$ cat src/rtl/duplex_spi_pkg.sv
package duplex_spi_pkg;
  typedef enum logic [1:0] {ST_IDLE, ST_LOW, ST_HIGH, ST_TRAIL} spiState_e;

  // control -> datapath strobes
  typedef struct packed {
    logic loadCmd;   // capture command bytes
    logic sample;    // shift miso into the working byte
    logic commit;    // last bit of a byte: store into its slot
  } dpStrobe_t;
endpackage

$ cat src/rtl/duplex_spi_dp.sv
module duplex_spi_dp
  import duplex_spi_pkg::*;
#(
  parameter int MAX_BYTES = 4,
  localparam int BUF_W = MAX_BYTES * 8,
  localparam int IDX_W = (MAX_BYTES > 1) ? $clog2(MAX_BYTES) : 1
) (
  input  logic             clk,
  input  logic             rstN,
  input  dpStrobe_t        strobe,
  input  logic [BUF_W-1:0] cmdTx,
  input  logic             miso,
  output logic             mosi,
  output logic [BUF_W-1:0] rdData
);
  logic [7:0] bufMem [MAX_BYTES];
  logic [7:0] shReg;
  logic [IDX_W-1:0] idx, nextIdx;
  logic [7:0] rxByte;

  assign nextIdx = (idx == IDX_W'(MAX_BYTES - 1)) ? '0 : idx + IDX_W'(1);
  assign rxByte  = {shReg[6:0], miso};
  assign mosi    = shReg[7];

  always_ff @(posedge clk) begin
    if (!rstN) begin
      for (int k = 0; k < MAX_BYTES; k++) bufMem[k] <= '0;
      shReg <= '0;
      idx   <= '0;
    end else if (strobe.loadCmd) begin
      for (int k = 0; k < MAX_BYTES; k++) bufMem[k] <= cmdTx[8*k +: 8];
      shReg <= cmdTx[7:0];
      idx   <= '0;
    end else if (strobe.sample) begin
      if (strobe.commit) begin
        bufMem[idx] <= rxByte;
        shReg       <= bufMem[nextIdx];
        idx         <= nextIdx;
      end else begin
        shReg <= rxByte;
      end
    end
  end

  for (genvar g = 0; g < MAX_BYTES; g++) begin : g_rd
    assign rdData[8*g +: 8] = bufMem[g];
  end
endmodule

$ cat src/rtl/duplex_spi_ctrl.sv
module duplex_spi_ctrl
  import duplex_spi_pkg::*;
#(
  parameter int MAX_BYTES = 4,
  parameter int NUM_SEL   = 8,
  parameter int LEN_W     = 8,
  parameter int DIV_W     = 8
) (
  input  logic               clk,
  input  logic               rstN,
  input  logic               cmdValid,
  input  logic [NUM_SEL-1:0] cmdSel,
  input  logic [LEN_W-1:0]   cmdLen,
  input  logic [DIV_W-1:0]   halfDiv,
  output dpStrobe_t          strobe,
  output logic               busy,
  output logic               done,
  output logic               ok,
  output logic               sclk,
  output logic [NUM_SEL-1:0] selOut
);
  spiState_e state;
  logic [DIV_W-1:0] cnt, divReg;
  logic [2:0] bitCnt;
  logic [LEN_W-1:0] bytesLeft;
  logic selGood, lenGood, cmdGood, phaseEnd, lastBit, lastByte;

  assign selGood  = (cmdSel & (cmdSel - NUM_SEL'(1))) == '0;
  assign lenGood  = cmdLen <= LEN_W'(MAX_BYTES);
  assign cmdGood  = selGood && lenGood;
  assign phaseEnd = cnt == '0;
  assign lastBit  = bitCnt == 3'd7;
  assign lastByte = bytesLeft == LEN_W'(1);

  assign strobe.loadCmd = (state == ST_IDLE) && cmdValid && cmdGood;
  assign strobe.sample  = (state == ST_HIGH) && phaseEnd;
  assign strobe.commit  = strobe.sample && lastBit;

  assign busy = state != ST_IDLE;
  assign sclk = state == ST_HIGH;

  always_ff @(posedge clk) begin
    if (!rstN) begin
      state     <= ST_IDLE;
      cnt       <= '0;
      divReg    <= '0;
      bitCnt    <= '0;
      bytesLeft <= '0;
      selOut    <= '0;
      done      <= 1'b0;
      ok        <= 1'b0;
    end else begin
      done <= 1'b0;
      unique case (state)
        ST_IDLE: begin
          if (cmdValid) begin
            if (cmdGood) begin
              selOut    <= cmdSel;
              divReg    <= halfDiv;
              cnt       <= halfDiv;
              bitCnt    <= '0;
              bytesLeft <= cmdLen;
              state     <= (cmdLen == '0) ? ST_TRAIL : ST_LOW;
            end else begin
              done <= 1'b1;
              ok   <= 1'b0;
            end
          end
        end
        ST_LOW: begin
          if (phaseEnd) begin
            state <= ST_HIGH;
            cnt   <= divReg;
          end else begin
            cnt <= cnt - DIV_W'(1);
          end
        end
        ST_HIGH: begin
          if (phaseEnd) begin
            cnt    <= divReg;
            bitCnt <= bitCnt + 3'd1;
            if (lastBit) begin
              bytesLeft <= bytesLeft - LEN_W'(1);
              state     <= lastByte ? ST_TRAIL : ST_LOW;
            end else begin
              state <= ST_LOW;
            end
          end else begin
            cnt <= cnt - DIV_W'(1);
          end
        end
        ST_TRAIL: begin
          if (phaseEnd) begin
            state  <= ST_IDLE;
            selOut <= '0;
            done   <= 1'b1;
            ok     <= 1'b1;
          end else begin
            cnt <= cnt - DIV_W'(1);
          end
        end
        default: state <= ST_IDLE;
      endcase
    end
  end
endmodule

$ cat src/rtl/duplex_spi_top.sv
module duplex_spi_top
  import duplex_spi_pkg::*;
#(
  parameter int MAX_BYTES = 4,
  parameter int NUM_SEL   = 8,
  parameter int LEN_W     = 8,
  parameter int DIV_W     = 8,
  localparam int BUF_W = MAX_BYTES * 8
) (
  input  logic               clk,
  input  logic               rstN,
  input  logic               cmdValid,
  input  logic [BUF_W-1:0]   cmdTx,
  input  logic [NUM_SEL-1:0] cmdSel,
  input  logic [LEN_W-1:0]   cmdLen,
  input  logic [DIV_W-1:0]   halfDiv,
  output logic               busy,
  output logic               done,
  output logic               ok,
  output logic [BUF_W-1:0]   rdData,
  output logic               sclk,
  output logic               mosi,
  input  logic               miso,
  output logic [NUM_SEL-1:0] selOut
);
  dpStrobe_t strobe;

  duplex_spi_ctrl #(
    .MAX_BYTES(MAX_BYTES), .NUM_SEL(NUM_SEL), .LEN_W(LEN_W), .DIV_W(DIV_W)
  ) i_ctrl (
    .clk(clk), .rstN(rstN), .cmdValid(cmdValid), .cmdSel(cmdSel),
    .cmdLen(cmdLen), .halfDiv(halfDiv), .strobe(strobe), .busy(busy),
    .done(done), .ok(ok), .sclk(sclk), .selOut(selOut)
  );

  duplex_spi_dp #(.MAX_BYTES(MAX_BYTES)) i_dp (
    .clk(clk), .rstN(rstN), .strobe(strobe), .cmdTx(cmdTx),
    .miso(miso), .mosi(mosi), .rdData(rdData)
  );
endmodule

$ cat config.mk
export PLATFORM = sky130hd
export DESIGN_NAME = duplex_spi_top
export DESIGN_NICKNAME = d
export VERILOG_FILES = /design/src/rtl/duplex_spi_pkg.sv /design/src/rtl/duplex_spi_dp.sv /design/src/rtl/duplex_spi_ctrl.sv /design/src/rtl/duplex_spi_top.sv
export SDC_FILE = /design/constraint.sdc
export NUM_CORES = 1
export LEC_CHECK = 0
export BUFFER_PORTS_ARGS = -buffer_cell sky130_fd_sc_hd__buf_2
export CAP_MARGIN = 10
export CORE_UTILIZATION = 33
export CTS_CLUSTER_DIAMETER = 50
export CTS_CLUSTER_SIZE = 12
export DETAILED_ROUTE_END_ITERATION = 7
export PLACE_DENSITY = 0.55
export SETUP_SLACK_MARGIN = 0.02
export SYNTH_ARGS = -nofsm -noshare
export SYNTH_HDL_FRONTEND = slang
export SYNTH_HIERARCHICAL = 1
export SYNTH_SLANG_ARGS = --single-unit
$ cat constraint.sdc
create_clock -name clk -period 3.1 [get_ports clk]
set_clock_uncertainty 0.1 [all_clocks]
set_input_delay 0.31 -clock clk [delete_from_list [all_inputs] [get_ports clk]]
set_output_delay 0.31 -clock clk [all_outputs]
set_load 0.01 [all_outputs]
* After elaboration in Yosys (flattened, before gate mapping) *
Memories as Yosys holds them, arrays and structs flattened.
Index checks and enable logic that the tools add are counted.

operators by class
  add/sub/neg operators = 5
  multipliers = 0
  divide/modulo/power cells = 0
  magnitude comparators = 1
  equality and inequality tests = 14
  shifts and indexed selects = 0
  mux-type cells = 55
  bitwise operators = 6
  reductions and logical operators = 24

operators with widths
  kind                 number
  $mux 8               19
  $pmux 8 s2           2
  $logic_not 8->1      3
  $pmux 8 s3           1
  $sub 8x1->8 const B  3
  $mux 2               10
  $mux 1               16
  $reduce_and 4->1     3
  $ne 2x1->1 const B   5
  $reduce_and 5->1     2
  $mux 3               3
  $and 8x8->8          1
  $eq 8x1->1 const B   1
  $le 8x3->1 const B   1
  $pmux 2 s4           1
  $reduce_bool 2->1    4
  $reduce_or 8->1      1
  $eq 2x2->1 const B   3
  $ne 2x2->1 const B   3
  $pmux 3 s2           1
  $reduce_and 3->1     2
  $logic_and 1x1->1    5
  $or 1x1->1           4
  $pmux 1 s2           2
  other kinds (8)      9

storage, ports and cells
  bits in registers = 49
  bits in latches = 0
  RAM bits = 32
  bits in read-only memories = 0
  output and inout port bits = 45
  logic and storage cells = 116
  memories kept = 1

memories
  name         depth  bits a word  read ports  clocked after Yosys merged registers in  wr ports  RTL line             source
  i_dp.bufMem  4      8            5           0                                        4         duplex_spi_dp.sv:16  logic [7:0] bufMem [MAX_BYTES];

* Longest topological paths before layout *
  depth in word-level cells = 10
  mapped depth = 11
  gate-level depth less buffers = 8

* Cells and area by module *
The synthesis kept the hierarchy.

by module, submodules not included
  module           instances  cells each  area an instance (sq um)  seq. area each (sq um)
  duplex_spi_ctrl  1          271         2,314.7                   780.7
  duplex_spi_dp    1          175         2,208.4                   1,161.1

* Least setup slack after synthesis *
OpenSTA, ideal clock, no wires.

  path kind = reg2reg
  from = register i_ctrl.cnt[0]
  to = memory i_dp.bufMem[0][0] (enable)
  library setup time = 0.334 ns
  data arrival time = 2.438 ns
  required time = 2.666 ns
  setup slack = 0.228 ns
  stages on the path, launching flop included = 12
  period minus slack after synthesis = 2.872 ns
  cells stage by stage = dfxtp_1 > inv_1 > ha_1 > or3b_2 > clkbuf_1 > nor2_4 > and2_1 > and2_0 > clkbuf_1 > and3_1 > buf_4 > nand2b_1

RTL lines
  item                      RTL line               source
  start: declaration        duplex_spi_ctrl.sv:23  logic [DIV_W-1:0] cnt, divReg;
  start signal: assignment  duplex_spi_ctrl.sv:60  cnt <= halfDiv;
  start signal: assignment  duplex_spi_ctrl.sv:73  cnt <= divReg;
  start signal: assignment  duplex_spi_ctrl.sv:75  cnt <= cnt - DIV_W'(1);
  end: declaration          duplex_spi_dp.sv:16

==> summary.txt <==
Number of inserted diodes - 0
Worst path top cell family by delay - simple AND/OR/NAND/NOR gates
Detailed Route WL - 12.98 mm
CTS Hold Buffers Added - 0
Storage cell area - 1942 um^2
CTS tree - yes
PD cells - 695.2 nW/um^2
Antenna Nets Post-Route - 0
Outcome - completed
DRC - 0
HP Class - in2reg
Clk Latency, worst-skew pair - 0.35 ns
Initial antenna violation count - 0
Chip height - 119.1 um
Slowest CP cell - or3b_2
Total Nets Final - 620
Syn Std Cell Area - 4523 um^2
CP max stage delay - 0.56 ns
# Max-Cap Violations - 0
Final GP Congestion - 0.8352
Synth cell count leaders - 49 x dfxtp_1, 42 x a22o_1, 32 x edfxtp_1, 26 x nand2_1, 24 x nor2_1
Starting Density - 0.3402
Mux cell area share after synthesis - 0.08299
Port Buf Inserts - 104
IO Count - 105
Cell taking the most area after synthesis - dfxtp_1
RSZ-0062 raised after global routing - false
Async SR Flop Fraction - 0
# fillers - 1321
Area contributors post-synth - dfxtp_1 22%, edfxtp_1 21%, a22o_1 8.1%
Drt first pass iters - 4
CP Data Arrival Time - 2.71 ns
Layout area overhead - 22.35%
First-pass GRT wire length - 20.49 mm
Largest net degree at the start of global routing - 33
Synth cell types - 68
Chip width - 119.1 um
Final Max Slew Viols - 0
TNS Setup - 0 ns
YS warnings - 6
H-tree depth - 3
Post-synth top area share - 0.2169
Post-Synth Simple-Gate Area - 0.1463
Final period utilization - 0.9090
Gr usage total - 0.1864
Synth Net Count - 519
Number of global-route vias before repair - 3783
Reg clk slew, reported paths - 0.07 ns
Syn avg cell area - 10.14 um^2
CTS buffer count - 9
Post-DP HPWL - 9.470 mm
# rows - 42
Vias - 3948
Seq/Total Area, Yosys - 0.4293
Data required time of the worst path - 3.00 ns
Max Freq - 354.9 MHz
Grt total ovfl - 0
Relative slew slack - 0.5226
Via-per-instance ratio - 5.423
Root Driver - clkbuf_16
Main combinational cell family by area after synthesis - compound AO/OA/AOI/OAI gates
Clock sink count - 81
CP Buf/Inv Count - 1
Leak Pwr - 2.276 nW
Top_reg_cell synth - dfxtp_1
Worst setup SP type - flip-flop
Hold Violations, Final - 0
Die area - 14180 um^2
Peak supply drop - 0.0003163 V
Pwr Total - 3.847 mW
Wire length per cell - 17.83 um
Post-Syn Instances - 446
CTS max path bufs - 2
Synth Area in XOR/XNOR - 0.003873
CP Cell Sequence - inv_1 -> ha_1 -> or3b_2 -> nor2_4 -> and2_1 -> and2_0 -> and3_1 -> nand2b_1
Crit path capture type - flip-flop
Core ar. - 13300 um^2
Top-count cell post-synth - dfxtp_1
First DRT Iteration DRCs - 308
Crit path max fanout - 8
Fin crit period - 2.818 ns
Crit Path Category - reg2reg
Post-synthesis compound-gate area fraction - 0.2409
FF-to-FF setup slack - 0.28 ns
Worst-margin pin slew - 0.7096 ns
Register bit total from synthesis - 81
Adder-cell share of the synthesized area - 0.03596
Proportion of layout cells with a drive suffix above 1 - 0.3043
Multi-input gate area in the final layout - 2316 um^2
Post-synth EDFFs - 32
Setup Viol. Count Final - 0
path summary, 6_finish.rpt:
path / end / from / cells past startpoint
hold reg to reg: i_ctrl/selOut[5]$_SDFFE_PN0P_ / i_ctrl/selOut[5]$_SDFFE_PN0P_ / 1
setup / recovery: i_dp/bufMem[2][2]$_DFFE_PP_ / i_ctrl/cnt[0]$_SDFFE_PN0P_ / 8
setup reg to reg: i_dp/bufMem[2][2]$_DFFE_PP_ / i_ctrl/cnt[0]$_SDFFE_PN0P_ / 8
hold / removal: i_ctrl/divReg[2]$_SDFFE_PN0P_ / halfDiv[2] / 3
routing by layer:
layer  vias up  GRT usage  part of all wire
met5         -          0                 0
met4         0    0.08228             0.016
met3        14    0.03640             0.059
met2       127     0.2813              0.44
met1      1897     0.2567              0.48
li1       1910          -                 -
kinds of logic after synthesis:
kind of cell    count (synthesis)
flops                          81
fa+ha+maj                      13
mux                            35
buf+inv                        53
compound gates                138
simple gates                  124
xor+xnor                        2
cell usage in the layout, fill, tap and decap left out, types with 13 or more instances in the layout:
cell / count
buf_2: 104
dfxtp_1: 49
a22o_1: 42
edfxtp_1: 32
nand2_1: 26
nor2_1: 24
inv_1: 19
a21oi_1: 19
mux2i_1: 18
buf_4: 17
mux2_2: 16
nand2b_1: 13
ha_1: 13
registers in the layout, indices dropped and copies added (netlist names):
name	flops
i_ctrl/bitCnt	3
i_ctrl/ok	1
i_ctrl/cnt	8
i_ctrl/done	1
i_ctrl/selOut	8
i_ctrl/bytesLeft	8
i_ctrl/state	2
i_dp/idx	2
i_dp/bufMem	32
i_dp/shReg	8
i_ctrl/divReg	8
what timing repair did:
item / 4_1_cts / 5_1_grt
endpoints found under the setup margin: 0 / 5
gates resized for setup: 0 / 1
setup buffers: 0 / 0
final cells by class:
class,instances,area share
multi-input cells,312,0.4185
flip-flops and latches,81,0.3509
repair buffers,122,0.1207
clock buffers,9,0.04070
well taps,176,0.03979
clock inverters,7,0.01515
inverters,21,0.01424
worst register-to-register path, stage by stage, from the launching register on:
cell,delay [ns]
dfxtp_1,0.36
inv_1,0.07
ha_1,0.18
or3b_2,0.56
nor2_4,0.12
and2_1,0.15
and2_0,0.32
and3_1,0.23
nand2b_1,0.38
per-stage QoR:
step / area (um^2) / worst slack, ns / hold WS [ns] / utilization / std cells
2_1_floorplan: 4523 / 0.2279 / 0.3426 / - / 446
3_3_place_gp: 5223 / 0.2544 / 0.3535 / 0.3928 / 712
3_5_place_dp: 5223 / 0.1877 / 0.3578 / 0.3928 / 712
4_1_cts: 5532 / 0.1467 / 0.1087 / 0.4161 / 728
5_1_grt: 5534 / 0.1488 / 0.1259 / 0.4162 / 728
6_report: 5534 / 0.2821 / 0.1158 / 0.4162 / 728
where the power goes:
part	switching [mW]	leakage [nW]	internal [mW]
Clock	0.486	0.149	0.640
Sequential	0.113	0.727	1.20
Combinational	0.858	1.40	0.549
Power figures use the tool's default switching activity.
